<file path="src/rtl/ipl_pkg.sv">
package ipl_pkg;
  localparam int unsigned LVL_W = 3;
  localparam int unsigned SLOTS = 11;

  // pick slot k out of a packed immediate
  function automatic logic [LVL_W-1:0] slot_lvl(input logic [LVL_W*SLOTS-1:0] imm,
                                                input int unsigned k);
    return imm[k*LVL_W +: LVL_W];
  endfunction

  // a request passes only when strictly above the mask level
  function automatic logic prio_above(input logic [LVL_W-1:0] prio,
                                      input logic [LVL_W-1:0] lvl);
    return prio > lvl;
  endfunction
endpackage

</file>
<file path="src/rtl/ipl_slot_seq.sv">
module ipl_slot_seq #(
  parameter int unsigned LVL_W = ipl_pkg::LVL_W,
  parameter int unsigned SLOTS = ipl_pkg::SLOTS
) (
  input  logic                   clk,
  input  logic                   rst_n,
  input  logic                   load,
  input  logic [LVL_W*SLOTS-1:0] load_imm,
  input  logic                   advance,
  input  logic                   kill,
  output logic                   active,
  output logic [LVL_W-1:0]       cur_lvl,
  output logic                   last_adv
);
  localparam int unsigned IMM_W = LVL_W * SLOTS;
  localparam int unsigned CNT_W = $clog2(SLOTS + 1);

  logic [IMM_W-1:0] shreg;
  logic [CNT_W-1:0] remain;

  assign active   = (remain != '0);
  assign cur_lvl  = ipl_pkg::slot_lvl(shreg, 0);
  assign last_adv = advance && active && (remain == CNT_W'(1));

  always_ff @(posedge clk) begin
    if (!rst_n) begin
      shreg  <= '0;
      remain <= '0;
    end else if (kill) begin
      shreg  <= '0;
      remain <= '0;
    end else if (load) begin
      shreg  <= load_imm;
      remain <= CNT_W'(SLOTS);
    end else if (advance && active) begin
      shreg  <= shreg >> LVL_W;
      remain <= remain - CNT_W'(1);
    end
  end
endmodule

</file>
<file path="src/rtl/ipl_save_restore.sv">
module ipl_save_restore #(
  parameter int unsigned LVL_W = ipl_pkg::LVL_W
) (
  input  logic             clk,
  input  logic             rst_n,
  input  logic             capture,
  input  logic [LVL_W-1:0] lvl_in,
  input  logic             close_evt,
  output logic             restore_vld,
  output logic [LVL_W-1:0] restore_lvl
);
  logic [LVL_W-1:0] held;

  always_ff @(posedge clk) begin
    if (!rst_n) begin
      held        <= '0;
      restore_vld <= 1'b0;
      restore_lvl <= '0;
    end else begin
      if (capture) held <= lvl_in;
      restore_vld <= close_evt;
      if (close_evt) restore_lvl <= held;
    end
  end
endmodule

</file>
<file path="src/rtl/ipl_irq_gate.sv">
module ipl_irq_gate #(
  parameter int unsigned LVL_W = ipl_pkg::LVL_W
) (
  input  logic             irq_vld,
  input  logic [LVL_W-1:0] irq_prio,
  input  logic             nmi,
  input  logic [LVL_W-1:0] mask_lvl,
  output logic             take
);
  assign take = nmi || (irq_vld && ipl_pkg::prio_above(irq_prio, mask_lvl));
endmodule

</file>
<file path="src/rtl/ipl_override_window.sv">
module ipl_override_window #(
  parameter int unsigned LVL_W = ipl_pkg::LVL_W,
  parameter int unsigned SLOTS = ipl_pkg::SLOTS
) (
  input  logic                   clk,
  input  logic                   rst_n,
  input  logic                   pfx_vld,
  input  logic [LVL_W*SLOTS-1:0] pfx_imm,
  input  logic                   enq_vld,
  input  logic [LVL_W-1:0]       arch_lvl,
  input  logic                   flush,
  input  logic                   irq_vld,
  input  logic [LVL_W-1:0]       irq_prio,
  input  logic                   nmi,
  output logic [LVL_W-1:0]       eff_lvl,
  output logic                   win_open,
  output logic                   restore_vld,
  output logic [LVL_W-1:0]       restore_lvl,
  output logic                   irq_take
);
  // named internal events, used by the checker
  logic             load_evt;
  logic             adv_evt;
  logic             capture_evt;
  logic             close_evt;
  logic             last_adv;
  logic [LVL_W-1:0] slot_now;

  assign load_evt    = pfx_vld && !flush;
  assign adv_evt     = enq_vld && !pfx_vld && !flush;
  assign capture_evt = load_evt && !win_open;
  assign close_evt   = last_adv || (flush && win_open);

  ipl_slot_seq #(.LVL_W(LVL_W), .SLOTS(SLOTS)) u_seq (
    .clk      (clk),
    .rst_n    (rst_n),
    .load     (load_evt),
    .load_imm (pfx_imm),
    .advance  (adv_evt),
    .kill     (flush),
    .active   (win_open),
    .cur_lvl  (slot_now),
    .last_adv (last_adv)
  );

  ipl_save_restore #(.LVL_W(LVL_W)) u_save (
    .clk         (clk),
    .rst_n       (rst_n),
    .capture     (capture_evt),
    .lvl_in      (arch_lvl),
    .close_evt   (close_evt),
    .restore_vld (restore_vld),
    .restore_lvl (restore_lvl)
  );

  assign eff_lvl = win_open ? slot_now : arch_lvl;

  ipl_irq_gate #(.LVL_W(LVL_W)) u_gate (
    .irq_vld  (irq_vld),
    .irq_prio (irq_prio),
    .nmi      (nmi),
    .mask_lvl (eff_lvl),
    .take     (irq_take)
  );
endmodule

</file>
<file path="config.mk">
export PLATFORM = sky130hd
export DESIGN_NAME = ipl_override_window
export DESIGN_NICKNAME = d
export VERILOG_FILES = /design/src/rtl/ipl_pkg.sv /design/src/rtl/ipl_slot_seq.sv /design/src/rtl/ipl_save_restore.sv /design/src/rtl/ipl_irq_gate.sv /design/src/rtl/ipl_override_window.sv
export SDC_FILE = /design/constraint.sdc
export NUM_CORES = 1
export LEC_CHECK = 0
export BUFFER_PORTS_ARGS = -buffer_cell sky130_fd_sc_hd__buf_2
export CAP_MARGIN = 20
export CORE_ASPECT_RATIO = 0.7
export CORE_MARGIN = 3
export CORE_UTILIZATION = 51
export DETAILED_ROUTE_END_ITERATION = 8
export PLACE_DENSITY = 0.78
export RECOVER_POWER = 50
export SLEW_MARGIN = 40
export SYNTH_ARGS = -nofsm -noshare
export SYNTH_HDL_FRONTEND = slang
export SYNTH_SLANG_ARGS = --single-unit
</file>
<file path="constraint.sdc">
create_clock -name clk -period 2.3 [get_ports clk]
set_input_delay 0.115 -clock clk [delete_from_list [all_inputs] [get_ports clk]]
set_output_delay 0.115 -clock clk [all_outputs]
set_load 0.01 [all_outputs]
</file>
==> metrics.md <==
| Metric | Value |
|---|---|
| Post-layout worst setup margin | -0.0183 ns |
| Synth Area per Inst | 7.78 µm² |
| Placer Congestion | 0.766 |
| Routed Antenna Nets | 0 |
| Htree depth | 2 |
| Number of max-cap violations | 0 |
| Detailed Place HPWL | 3020 µm |
| Fill count | 308 |
| Fin Clk Skew | around 0.0059 ns |
| Grt total ovfl | 0 |
| Ports | 55 |
| Initial Utilization | about 55% |
| DIE HEIGHT | 58.4 µm |
| Iteration-0 DRC Markers | 102 |
| Startpoint Class | flop |
| DRT Wirelength | approximately 4800 µm |
| Final slew viol count | 0 |
| GRT Overall Usage | 21.3% |
| Fmax | 431 MHz |
| Area of placed instances | 2320 µm² |
| Final Instance Area | 2530 µm² |
| Area grow syn2layout | 26.5% |
| Die area | 4720 µm² |
| WS Path Type | flop to output pin |
| Largest stage delay, worst path | between 0.3 and 0.4 ns |
| Layout cells sized above 1 | 28.4% |
| Hold/Removal Path Class | input pin to flop |
| Endpoints failing hold | 0 |
| Worst-path cell chain | inv_2 -> ha_4 -> nor3b_4 -> inv_2 -> mux2i_4 -> ha_4 -> nor2b_4 -> o21ai_2 -> nand2b_1 -> a31o_2 -> buf_6 |
| DRT Pass-1 Iters | 4 |
| Post-synthesis cell area | 2000 µm² |
| Post-synth top area share | 44.0% |
| Nets | ~370 |
| Insertion delay to the later sink of the worst-skew pair | 0.29 ns |
| Setup-failing EPs final | 1 |
| Maximum vdd drop | about 320 µV |
| Largest net degree at the start of global routing | 39 |
| CTS tree | done |
| Tmin final | between 2 and 2.5 ns |
| WL/cell | ~13 µm |
| Data required time of the worst path | 2.18 ns |
| First-pass GRT wire length | 7770 µm |
| Distinct cells, synth | 28 |
| Worst slew pin tran | roughly 0.44 ns |
| Port bufs | 54 |
| Seq/Total Area, Yosys | 44.0% |
| CTS Root Cell | clkbuf_8 |
| Crit path DAT | 2.20 ns |
| Number of placement rows | 18 |
| Crit-path slowest cell | dfxtp_2 |
| Status | finished, violations left |
| Clock Pin Slew Worst Setup and Hold Paths | ~0.08 ns |
| Hold path startpoint | pfx_vld |
| ANT cells | 0 |
| Core area | between 3000 and 4000 µm² |
| Register-to-register setup slack | 0.54 ns |
| Worst hold endpoint | u_seq.remain[2] |
| Max FO, Critical Path | 2 |
| Longest Clk Path Bufs | 2 |
| CTS Hold Bufs | 0 |
| Residual DRC | 0 |
| Drt via density | 5.24 |
| RR Endpoint | u_seq.shreg[29] |
| Synth area leaders | dfxtp_1 44%, nor3_1 16%, o21ai_0 7.8% |
| # clock sinks | 44 |
| Power per Cell Area | 602 nW/µm² |
| Synth Warn # | 0 |
| Initial antenna violation count | 0 |
| Synth Net Count | 308 |
| Mapped Cells | 257 |
| Register bit total from synthesis | 44 |
| Final worst path period share | 101% |
| Failing checks | negative setup slack |
| Vias in the first global route | 1785 |
| Worst hold stages | 2 |
| CP Capture Type | output pin |
| RSZ-0062 raised after global routing | yes |
| Pleak | 1.09 nW |
| TritonCTS Buffers | 5 |
| Die width | roughly 81 µm |
| Fin util | 69.3% |
| Area leader, netlist | dfxtp_1 |
| Worst slew margin | 70.8% |
| R2R Path Start | u_seq.remain[0] |
| Via count | approximately 1900 |
| Power Total | 1.52 mW |
| Cells on worst reg2reg path | 9 |
## critical path, delay by kind of cell (launching register included)
kind / cells / cell delay [ns]
compound gates: 2 / 0.31
flops: 1 / 0.33
mux: 1 / 0.21
simple gates: 3 / 0.42
buf+inv: 3 / 0.28
fa+ha+maj: 2 / 0.36
## layer usage
metal	vias to the layer above	GRT usage [%]	routed length [µm]	share of wire (%)
li1	1004	-	-	-
met3	5	5.66	358	7.5
met5	-	0	0	0
met4	0	8.67	72	1.5
met2	56	32.9	2120	45
met1	859	28.5	2200	46
## registers in the layout, summed over array words and instances, names as in the netlist
signal,count
u_save.held,3
u_save.restore_lvl,3
u_save.restore_vld,1
u_seq.remain,4
u_seq.shreg,33
## metrics by stage
stage	cells	hold WS (ns)	setup TNS [ns]	worst slack, ns
6_report	367	0.0387	-0.0183	-0.0183
5_1_grt	367	0.0562	-0.114	-0.114
4_1_cts	364	0.0413	-0.0688	-0.0688
3_5_place_dp	351	0.353	0	0.0276
3_3_place_gp	351	0.350	0	0.164
2_1_floorplan	257	0.194	0	0.145
## layout by cell type (no fill, tap or decap), drive strengths merged
cell | Yosys | final
a211oi | 1 | 1
a21boi | 3 | 3
a21oi | 6 | 6
a31o | 1 | 1
and2 | 1 | 1
buf | 9 | 66
clkbuf | 8 | 10
clkinv | 0 | 1
dfxtp | 44 | 44
ha | 5 | 5
inv | 7 | 7
mux2i | 4 | 4
nand2 | 23 | 23
nand2b | 2 | 2
nand3 | 9 | 9
nor2 | 31 | 31
nor2b | 3 | 3
nor3 | 63 | 63
nor3b | 2 | 2
o21ai | 31 | 31
o311a | 1 | 1
xnor2 | 1 | 1
xor2 | 2 | 2
## Yosys cell counts
cell / n
a211oi_2: 1
a21boi_1: 3
a21oi_1: 6
a31o_2: 1
and2_1: 1
buf_1: 2
buf_2: 4
buf_6: 3
clkbuf_1: 8
dfxtp_1: 44
ha_1: 5
inv_1: 5
inv_2: 2
mux2i_1: 4
nand2_1: 22
nand2_2: 1
nand2b_1: 2
nand3_1: 9
nor2_1: 31
nor2b_1: 3
nor3_1: 62
nor3_2: 1
nor3b_1: 1
nor3b_4: 1
o21ai_0: 31
o311a_1: 1
xnor2_1: 1
xor2_1: 2
## cell type report
cell class	count	area [µm²]	share of cell area, %
clock buffer	6	72.6	2.87
tap	50	62.6	2.47
timing repair buffer	70	408	16.1
inverter	7	26.3	1.04
multi-input combinational	189	1070	42.4
sequential	44	883	34.9
clock inverter	1	5.00	0.198
## how the worst max path moves through the flow
| stage | startpoint | to | slack (ns) | cells past startpoint |
|---|---|---|---|---|
| after floorplan | u_seq.remain[0] | irq_take | 0.15 | 10 |
| after detailed placement | u_seq.remain[0] | irq_take | 0.03 | 11 |
| after CTS | u_seq.remain[1] | irq_take | -0.07 | 11 |
| final | u_seq.remain[0] | irq_take | -0.02 | 11 |
| after global routing | u_seq.remain[1] | irq_take | -0.11 | 11 |
| after global placement | u_seq.remain[0] | irq_take | 0.16 | 11 |
## kinds of logic after synthesis
family	count (synthesis)	synth area share, %
adders and majority gates	5	3.13
DFF	44	44.0
buffers and inverters	24	5.88
and+or+nand+nor	134	31.7
xor gates and xnor gates	3	1.31
muxes	4	2.00
AOI/OAI and AO/OA	43	11.9
## power breakdown
group,switching [mW],leakage [nW],internal [mW],total [mW]
combinational,0.135,0.686,0.128,0.263
sequential,0.0158,0.359,0.789,0.805
clock,0.247,0.0410,0.207,0.454
## what timing repair did
action | in CTS | in global routing
buffers inserted | 6 | 3
gates resized for setup | 11 | 5
setup endpoints to repair | 1 | 1
pin swaps | 4 | 3
No activity file was read; power rests on OpenSTA's default activity.
